===== config.mk =====
export PLATFORM = sky130hd
export DESIGN_NAME = doze_ratio_gen
export DESIGN_NICKNAME = d
export VERILOG_FILES = /design/src/rtl/doze_pkg.sv /design/src/rtl/doze_cfg_reg.sv /design/src/rtl/doze_div_counter.sv /design/src/rtl/doze_readback.sv /design/src/rtl/doze_ratio_gen.sv
export SDC_FILE = /design/constraint.sdc
export NUM_CORES = 1
export LEC_CHECK = 0
export CORE_AREA = 10 10 55 68
export CTS_BUF_LIST = sky130_fd_sc_hd__clkbuf_4
export DETAILED_ROUTE_END_ITERATION = 12
export DIE_AREA = 0 0 65 78
export PLACE_DENSITY = 0.71
export SETUP_SLACK_MARGIN = 0.4
export SYNTH_ARGS = -nofsm -noshare
export SYNTH_HDL_FRONTEND = slang
export SYNTH_SLANG_ARGS = --single-unit

===== constraint.sdc =====
create_clock -name clk -period 3.1 [get_ports clk]
set_input_delay 0.465 -clock clk [delete_from_list [all_inputs] [get_ports clk]]
set_output_delay 0.465 -clock clk [all_outputs]
set_load 0.01 [all_outputs]

===== src/rtl/doze_pkg.sv =====
package doze_pkg;
  // width of the ratio code
  localparam int CODE_W = 3;
  // the divider must hold 2^(2^CODE_W - 1) - 1
  localparam int CNT_W  = (1 << CODE_W) - 1;

  typedef struct packed {
    logic              roi;
    logic [CODE_W-1:0] ratio;
    logic              en;
  } doze_cfg_t;

  // last count value of a period for code n: 2^n - 1
  function automatic logic [CNT_W-1:0] period_last(input logic [CODE_W-1:0] code);
    logic [CNT_W:0] span;
    span = ((CNT_W+1)'(1) << code) - (CNT_W+1)'(1);
    return span[CNT_W-1:0];
  endfunction
endpackage


===== src/rtl/doze_cfg_reg.sv =====
module doze_cfg_reg
  import doze_pkg::*;
#(
  parameter int REG_W     = 16,
  parameter int EN_BIT    = 11,
  parameter int RATIO_LSB = 12,
  parameter int ROI_BIT   = 15
)(
  input  logic             clk,
  input  logic             rst_n,
  input  logic             wr_en,
  input  logic [REG_W-1:0] wr_data,
  input  logic             irq_event,
  output doze_cfg_t        cfg_q,
  output doze_cfg_t        cfg_d,
  output logic             hw_clear
);
  always_comb begin
    cfg_d = cfg_q;
    if (wr_en) begin
      cfg_d.en    = wr_data[EN_BIT];
      cfg_d.ratio = wr_data[RATIO_LSB +: CODE_W];
      cfg_d.roi   = wr_data[ROI_BIT];
    end
    hw_clear = irq_event & cfg_q.en & cfg_q.roi;
    if (hw_clear) cfg_d.en = 1'b0;
  end

  always_ff @(posedge clk or negedge rst_n) begin
    if (!rst_n) cfg_q <= '0;
    else        cfg_q <= cfg_d;
  end
endmodule


===== src/rtl/doze_div_counter.sv =====
module doze_div_counter
  import doze_pkg::*;
(
  input  logic              clk,
  input  logic              rst_n,
  input  logic              en_q,
  input  logic [CODE_W-1:0] ratio_q,
  input  logic [CODE_W-1:0] ratio_d,
  output logic              tick,
  output logic              restart
);
  logic [CNT_W-1:0] cnt_q, cnt_d;

  always_comb begin
    // while doze is off the counter is held at the reload of the next code
    restart = !en_q || (ratio_d != ratio_q);
    tick    = (cnt_q == '0);
    if (restart)   cnt_d = period_last(ratio_d);
    else if (tick) cnt_d = period_last(ratio_q);
    else           cnt_d = cnt_q - CNT_W'(1);
  end

  always_ff @(posedge clk or negedge rst_n) begin
    if (!rst_n) cnt_q <= '0;
    else        cnt_q <= cnt_d;
  end
endmodule


===== src/rtl/doze_readback.sv =====
module doze_readback
  import doze_pkg::*;
#(
  parameter int REG_W     = 16,
  parameter int EN_BIT    = 11,
  parameter int RATIO_LSB = 12,
  parameter int ROI_BIT   = 15
)(
  input  doze_cfg_t        cfg_q,
  output logic [REG_W-1:0] rd_data
);
  always_comb begin
    rd_data                       = '0;
    rd_data[EN_BIT]               = cfg_q.en;
    rd_data[RATIO_LSB +: CODE_W]  = cfg_q.ratio;
    rd_data[ROI_BIT]              = cfg_q.roi;
  end
endmodule


===== src/rtl/doze_ratio_gen.sv =====
module doze_ratio_gen
  import doze_pkg::*;
#(
  parameter int REG_W     = 16,
  parameter int EN_BIT    = 11,
  parameter int RATIO_LSB = 12,
  parameter int ROI_BIT   = 15
)(
  input  logic             clk,
  input  logic             rst_n,
  input  logic             cfg_wr_en,
  input  logic [REG_W-1:0] cfg_wr_data,
  output logic [REG_W-1:0] cfg_rd_data,
  input  logic             irq_event,
  output logic             cpu_ce
);
  doze_cfg_t         cfg_q, cfg_d;
  logic              hw_clear;
  logic              div_tick;
  logic              phase_restart;
  logic              doze_en;
  logic              roi_arm;
  logic [CODE_W-1:0] ratio_code;

  doze_cfg_reg #(
    .REG_W(REG_W), .EN_BIT(EN_BIT), .RATIO_LSB(RATIO_LSB), .ROI_BIT(ROI_BIT)
  ) cfg_i (
    .clk(clk), .rst_n(rst_n), .wr_en(cfg_wr_en), .wr_data(cfg_wr_data),
    .irq_event(irq_event), .cfg_q(cfg_q), .cfg_d(cfg_d), .hw_clear(hw_clear)
  );

  doze_div_counter div_i (
    .clk(clk), .rst_n(rst_n), .en_q(cfg_q.en), .ratio_q(cfg_q.ratio),
    .ratio_d(cfg_d.ratio), .tick(div_tick), .restart(phase_restart)
  );

  doze_readback #(
    .REG_W(REG_W), .EN_BIT(EN_BIT), .RATIO_LSB(RATIO_LSB), .ROI_BIT(ROI_BIT)
  ) rb_i (
    .cfg_q(cfg_q), .rd_data(cfg_rd_data)
  );

  assign doze_en    = cfg_q.en;
  assign roi_arm    = cfg_q.roi;
  assign ratio_code = cfg_q.ratio;
  assign cpu_ce     = !doze_en || div_tick;
endmodule


==> results of run 1 <==
cell type report:
type / count / area share (%)
well taps: 34 / 3.95
repair buffers: 14 / 13.0
multi-input cells: 75 / 52.3
clock buffers: 3 / 2.09
flip-flops and latches: 12 / 27.9
inverters: 2 / 0.698
per-stage QoR:
stage,setup WS (ns),utilization [%],area [um^2],std cells,hold WS (ns)
global route,0.406,42.2,1080,140,0.523
detailed placement,0.788,41.3,1050,137,0.485
CTS,0.576,42.2,1080,140,0.494
floorplan,1.15,-,980,105,0.169
global placement,0.808,41.3,1050,137,0.474
finish,0.586,42.2,1080,140,0.487
cell families (layout without fill, tap and decap cells):
group,count (synthesis),after routing,synth area share [%]
and+or+nand+nor,24,24,15.9
other,1,11,0.398
muxes,15,15,17.3
DFF,12,12,31.9
AOI/OAI and AO/OA,14,14,10.8
xor gates and xnor gates,8,8,7.44
buffers and inverters,18,19,12.4
adders and majority gates,3,3,3.98
critical path, delay by kind of cell, from the launching register on:
kind | cells | cell delay (ns)
buffers and inverters | 2 | 0.64
adder cells (fa/ha/maj) | 1 | 0.21
AND/OR/NAND/NOR | 3 | 0.57
flip-flops | 1 | 0.38
final timing paths:
kind,slack (ns),startpoint,cells after the start,to
setup / recovery,0.59,div_i.cnt_q[0],6,cpu_ce
hold / removal,0.49,cfg_i.cfg_q[4],1,cfg_i.cfg_q[0]
setup reg to reg,1.06,cfg_i.cfg_q[3],6,div_i.cnt_q[4]
hold reg to reg,0.49,cfg_i.cfg_q[4],1,cfg_i.cfg_q[0]
max in group asynchronous,2.19,rst_n,1,div_i.cnt_q[0]
min in group asynchronous,0.55,rst_n,1,div_i.cnt_q[6]
state kept, by name, indices dropped and copies added (netlist names):
name and count:
div_i.cnt_q 7, cfg_i.cfg_q 5
power by group:
group          switching (mW)  leakage (nW)  internal [mW]
clock network          0.0436        0.0138         0.0448
logic                  0.0808         0.337         0.0860
registers              0.0367         0.141          0.180
metal layers:
metal | vias up | track usage, % | wire (um)
met5 | - | 0 | 0
met4 | 0 | 3.65 | 34
met3 | 5 | 4.60 | 185
met2 | 24 | 14.0 | 932
met1 | 320 | 7.63 | 704
li1 | 334 | - | -
placed cells by master, fill, tap and decap left out, types with 2 or more instances in the layout:
| cell | netlist | routed |
|---|---|---|
| mux2i_1 | 8 | 8 |
| nor3b_1 | 3 | 3 |
| clkdlybuf4s50_1 | 0 | 14 |
| mux2_2 | 3 | 3 |
| a31oi_1 | 2 | 2 |
| or3_1 | 2 | 2 |
| mux2_1 | 3 | 3 |
| dfrtp_1 | 12 | 12 |
| nand2b_1 | 2 | 2 |
| inv_1 | 2 | 2 |
| nand2_1 | 5 | 5 |
| clkbuf_4 | 0 | 3 |
| conb_1 | 1 | 11 |
| a21oi_1 | 4 | 4 |
| nand3_1 | 2 | 2 |
| nor2_1 | 4 | 4 |
| xor2_1 | 7 | 7 |
| ha_1 | 3 | 3 |
==> metrics.txt, run 1 <==
number of hold buffers added after cts=0; top post-synthesis cells by count=buf_4, dfrtp_1, mux2i_1; Antenna diodes=0; port bufs=14; leading post-synthesis cells by cell area=dfrtp_1, buf_4, mux2i_1; Die W=65 um; FF/Latch Area=300 um^2; Worst VDD drop=0.000221 V; Total Power=0.472 mW; Avg Inst Size Synth=9.92 um^2; Initial Util=37.0%; Overall Global Routing Usage=8.14%; largest fanout on the critical path=7; post-layout minimum cycle time=2.51 ns; Layout area overhead=14.2%; Synth warnings=0; unrepaired setup endpoints after global routing=no; synthesized area=942 um^2; Synth top area share=31.9%; Sink Count=12; run status=finished clean; fin nets=131; Detail Route Antenna Nets=0; share of layout cells above drive strength 1=10.4%; max-slew violation count=0; fin crit share=81.1%; clk_lat worst skew=0.26 ns; Gate Count Post-Synth=95; Hold Path Class=reg -> reg; DRC errors left=0; Pre-Repair DR Iteration Count=4; Cell Rows=21; core box area=2550 um^2; worst rel slew slack=64.2%; Post-CTS Resized=0; Post-CTS Setup Inserts=0; Final Hold Fails=0; final wirelength=1.86 mm; Critical Path, Cell by Cell=inv_1 -> ha_1 -> nor2b_1 -> nand2_4 -> nand2_1 -> clkdlybuf4s50_1; DP HPWL=1.53 mm; P per Cell Area=439 nW/um^2; TritonCTS clock tree=done; actual slew at the worst max-slew pin=0.535 ns; die area=5070 um^2; root buffer cell=clkbuf_4; Slowest Stage Delay on Critical Path=0.55 ns; Setup crit start kind=flop; cts bufs inserted=3; cell taking the most area after synthesis=dfrtp_1; GPL Wtd Cong=0.808; ys async rst share=100%; leakage=0.492 nW; Post-synth EDFFs=0; die height=78 um; Max Cap Viol=0; Max Root-Sink Buffers=2; Fillers=269; #FFs+latches synth=12; I/O pins=37; Primary FF master, synth=dfrtp_1; # setup viols final=0; initial antenna violation count=0; via count=683; Worst-path clk slew=0.07 ns; maximum clock frequency=0.398 GHz; grt total ovfl=0; # H-tree levels=1; vias in the first global route=785; data required time of the critical path=2.63 ns; multi-input logic area=563 um^2; routed vias/inst=4.88; Setup crit end kind=output pin; 1st-iter DRT viols=16; critical path data arrival time=2.05 ns; Worst path slowest cell=clkdlybuf4s50_1; wire length per cell=13.3 um; number of different library cells in the post-synthesis netlist=35; Setup CP Type=reg -> out; sequential area share after synthesis=31.9%; first-pass GRT wire length=3.36 mm; Layout Skew=0.00268 ns; largest net degree at the start of global routing=13; Setup Total Neg Slack=0 ns
(Power assumes the default switching activity.)
==> run 2, diff against run 1 <==
Settings changed: PLACE_DENSITY 0.71 to 0.74.
Clock period 3.1 ns to 2.1 ns, I/O delays scaled along.
==> metrics.txt, run 2 (synthesized netlist as in run 1, its figures left out) <==
Top Family by Delay on Critical Path=simple AND/OR/NAND/NOR gates; port bufs=14; Pre-Repair DR Iteration Count=4; Max Cap Viol=0; cts bufs inserted=3; crit path buf inv count=0; Total Power=0.800 mW; via count=794; Slowest Stage Delay on Critical Path=0.41 ns; most common cell after layout, fill and taps aside=buf_4; Setup CP Type=reg -> reg; I/O pins=37; die height=78 um; # setup viols final=0; first-pass GRT wire length=3.65 mm; Sink Count=12; Most flops, register=div_i.cnt_q; actual slew at the worst max-slew pin=0.550 ns; Worst path slowest cell=or3_4; root buffer cell=clkbuf_4; M3 GR Usage=3.59%; Worst-path clk slew=0.07 ns; critical path data arrival time=1.94 ns; final wirelength=2.26 mm; Layout Skew=0.00321 ns; GPL Wtd Cong=0.827; Setup crit start kind=flop; post-layout minimum cycle time=1.77 ns; Overall Global Routing Usage=8.78%; P per Cell Area=615 nW/um^2; clk_lat worst skew=0.26 ns; fin crit share=84.2%; Antenna diodes=0; run status=finished clean; data required time of the critical path=2.27 ns; # H-tree levels=1; R2R Path Start=cfg_i.cfg_q[1]; leakage=0.625 nW; Max Root-Sink Buffers=2; core box area=2550 um^2; die area=5070 um^2; Initial Util=37.0%; Die W=65 um; DP HPWL=1.74 mm; fin nets=155; Cell Rows=21; largest net degree at the start of global routing=13; Critical Path, Cell by Cell=or3_4 -> ha_4 -> or3b_1 -> a21oi_2 -> o2bb2ai_1 -> mux2i_1; Final Hold Fails=0; Setup crit end kind=flop; vias in the first global route=799; Setup Total Neg Slack=0 ns; 1st-iter DRT viols=11; unrepaired setup endpoints after global routing=yes; GRT busiest layer=met2; wire length per cell=13.8 um; Worst R2R End=div_i.cnt_q[4]; worst rel slew slack=63.2%; TritonCTS clock tree=done; Hold Path Class=in -> async; Largest regs=div_i.cnt_q (7), cfg_i.cfg_q (5); grt met1 use=8.82%; max-slew violation count=0; Layout area overhead=38.0%; Worst VDD drop=0.000365 V; Reg2Reg Setup Slack=0.33 ns; grt total ovfl=0; DRC errors left=0; routed vias/inst=4.84; Largest register FFs=7; share of layout cells above drive strength 1=33.1%; Detail Route Antenna Nets=0; largest fanout on the critical path=4; Reg2Reg Depth=6; maximum clock frequency=0.565 GHz; commonest non-fill, non-tap cells in the layout=buf_4, dfrtp_1, conb_1, clkdlybuf4s50_1, mux2i_1; M2 GR Usage=15.7%; initial antenna violation count=0
run 2: changes by cell type in the layout (fill, tap and decap cells not counted), moves of 2 or more:
cell	previous run	this run
dlymetal6s2s_1	0	2
inv_1	2	0
buf_4	0	23
ha_4	0	2
clkdlybuf4s50_1	14	10
ha_1	3	1
inv_2	0	2
run 2: metal layers:
metal	up-vias	share of wire, %
met1	382	38
met3	4	7.7
met5	-	0
li1	385	-
met4	0	1.1
met2	23	53
run 2: power breakdown:
part	switching, mW	internal [mW]
Combinational	0.166	0.195
Clock	0.0655	0.0660
Sequential	0.0406	0.267
run 2: layout make-up:
type / instances / area, um^2
Clock buffer: 3 / 22.5
Sequential cell: 12 / 300
Fill cell: 246 / 1250
Inverter: 2 / 7.51
Multi-Input combinational cell: 75 / 604
Timing Repair Buffer: 38 / 323
Tap cell: 34 / 42.5
run 2: what timing repair did:
item,in CTS,in global routing
setup endpoints to repair,4,6
setup buffers,5,9
hold buffers,0,0
resized for setup,10,5
pin swaps,3,3
run 2: stage by stage:
step           cell area (um^2)  utilization (%)  hold slack, ns  setup WS (ns)  std cells
2_1_floorplan              1010                -          0.0194          0.256        105
3_3_place_gp               1150             45.0           0.473         0.0646        147
3_5_place_dp               1150             45.0           0.490         0.0252        147
4_1_cts                    1210             47.6           0.422          0.314        155
5_1_grt                    1300             51.0           0.445          0.232        164
6_report                   1300             51.0           0.412          0.331        164
run 2: worst max-delay path by stage:
stage	from	to	slack [ns]	cells past startpoint
2_1_floorplan	cfg_i.cfg_q[3]	div_i.cnt_q[4]	0.26	7
3_3_place_gp	cfg_wr_en	div_i.cnt_q[0]	0.06	4
3_5_place_dp	cfg_wr_en	div_i.cnt_q[0]	0.03	4
4_1_cts	cfg_i.cfg_q[1]	div_i.cnt_q[4]	0.31	6
5_1_grt	cfg_i.cfg_q[1]	div_i.cnt_q[4]	0.23	6
6_report	cfg_i.cfg_q[1]	div_i.cnt_q[4]	0.33	6
==> run 3, diff against run 2 <==
Settings changed: PLACE_DENSITY 0.74 to 0.71.
Clock period 2.1 ns to 1.8 ns, I/O delays scaled along.
==> metrics.txt, run 3 (synthesized netlist as in run 1, its figures left out) <==
Initial Util=37.0%; Hold Path Class=in -> async; unrepaired setup endpoints after global routing=yes; leakage=0.662 nW; port bufs=14; worst slack, placed=-0.131 ns; 1st-iter DRT viols=18; Reg2Reg Depth=6; R2R Path Start=cfg_i.cfg_q[2]; Setup crit start kind=flop; critical path data arrival time=1.92 ns; DP HPWL=1.81 mm; Detail Route Antenna Nets=0; Pre-Repair DR Iteration Count=4; I/O pins=37; max-slew violation count=0; fin crit share=96.0%; die height=78 um; commonest non-fill, non-tap cells in the layout=buf_4, conb_1, dfrtp_1, buf_6; Layout area overhead=48.2%; actual slew at the worst max-slew pin=0.547 ns; final design utilization=54.8%; Largest regs=div_i.cnt_q (7), cfg_i.cfg_q (5); Most flops, register=div_i.cnt_q; Final WS setup=0.0714 ns; # H-tree levels=1; worst rel slew slack=63.4%; Largest register FFs=7; multi-input logic area=649 um^2; fin nets=158; via count=804; clk_lat worst skew=0.26 ns; largest net degree at the start of global routing=13; Worst VDD drop=0.000456 V; Fillers=237; first-pass GRT wire length=3.87 mm; Setup CP Type=reg -> reg; initial antenna violation count=0; finished layout cell area=1400 um^2; DRC errors left=0; Max Root-Sink Buffers=2; Sink Count=12; crit path launch=cfg_i.cfg_q[2]; grt total ovfl=0; largest fanout on the critical path=4; Final Hold Fails=0; Cell Rows=21; Antenna diodes=0; final hold slack=0.357 ns; DP Area=1200 um^2; Layout Skew=0.00410 ns; root buffer cell=clkbuf_4; Max Cap Viol=0; TritonCTS clock tree=done; cts bufs inserted=3; Die W=65 um; core box area=2550 um^2; most common cell after layout, fill and taps aside=buf_4; Setup crit end kind=flop; routed vias/inst=4.81; final wirelength=2.36 mm; run status=finished clean; post-layout minimum cycle time=1.73 ns; FF/Latch Area=302 um^2; data required time of the critical path=1.99 ns; maximum clock frequency=0.579 GHz; Worst-path clk slew=0.07 ns; wire length per cell=14.1 um; share of layout cells above drive strength 1=41.4%; Overall Global Routing Usage=9.38%; vias in the first global route=864; # setup viols final=0; GPL Wtd Cong=0.896; die area=5070 um^2; P per Cell Area=712 nW/um^2
-- run 3: changes by cell type in the layout (fill, tap and decap cells not counted), sizes merged --
cell	change
buf	+3
clkbuf	+1
clkdlybuf4s15	+1
clkdlybuf4s50	-2
dlygate4sd2	+1
dlymetal6s2s	-1
-- run 3: layout make-up --
cell class	instances	share of cell area [%]
flip-flops and latches	12	21.6
well taps	34	3.05
multi-input cells	75	46.5
repair buffers	41	26.7
inverters	2	0.538
clock buffers	3	1.61
-- run 3: worst paths after layout --
kind                                        to  slack [ns]
worst max-delay path            div_i.cnt_q[4]        0.07
worst min-delay path            cfg_i.cfg_q[3]        0.36
worst max register to register  div_i.cnt_q[4]        0.07
worst min register to register  cfg_i.cfg_q[0]        0.49
max in group asynchronous       cfg_i.cfg_q[0]        1.05
min in group clk                cfg_i.cfg_q[0]        0.49
-- run 3: timing repair --
item,4_1_cts,5_1_grt
hold buffers,0,0
endpoints found under the setup margin,13,10
buffers inserted,6,4
cloned,0,0
pin swaps,9,13
resized for setup,21,16
-- run 3: per-stage QoR --
step           cells  TNS (ns)  total power, mW
3_5_place_dp     154    -0.159            0.750
4_1_cts          163         0            0.951
2_1_floorplan    105   -0.0443            0.609
5_1_grt          167  -0.00778             1.06
3_3_place_gp     154    -0.130            0.733
6_report         167         0            0.994
-- run 3: worst max-delay path, cell delays in order, from the launching register on --
cell and delay (ns):
dfrtp_1 0.39, or3_4 0.42, ha_4 0.18, or3b_1 0.36
a21oi_2 0.14, o2bb2ai_2 0.06, mux2i_1 0.11
-- run 3: routing by layer --
layer  GRT usage [%]  wire length, um
met5               0                0
met4            3.65               54
met3            3.74              177
met2            16.7             1260
met1            9.45              866
-- run 3: report_power, final --
group | internal [mW] | switching, mW | leakage [nW]
Sequential | 0.312 | 0.0473 | 0.140
Combinational | 0.266 | 0.213 | 0.509
Clock | 0.0772 | 0.0796 | 0.0138
Total | 0.654 | 0.340 | 0.662
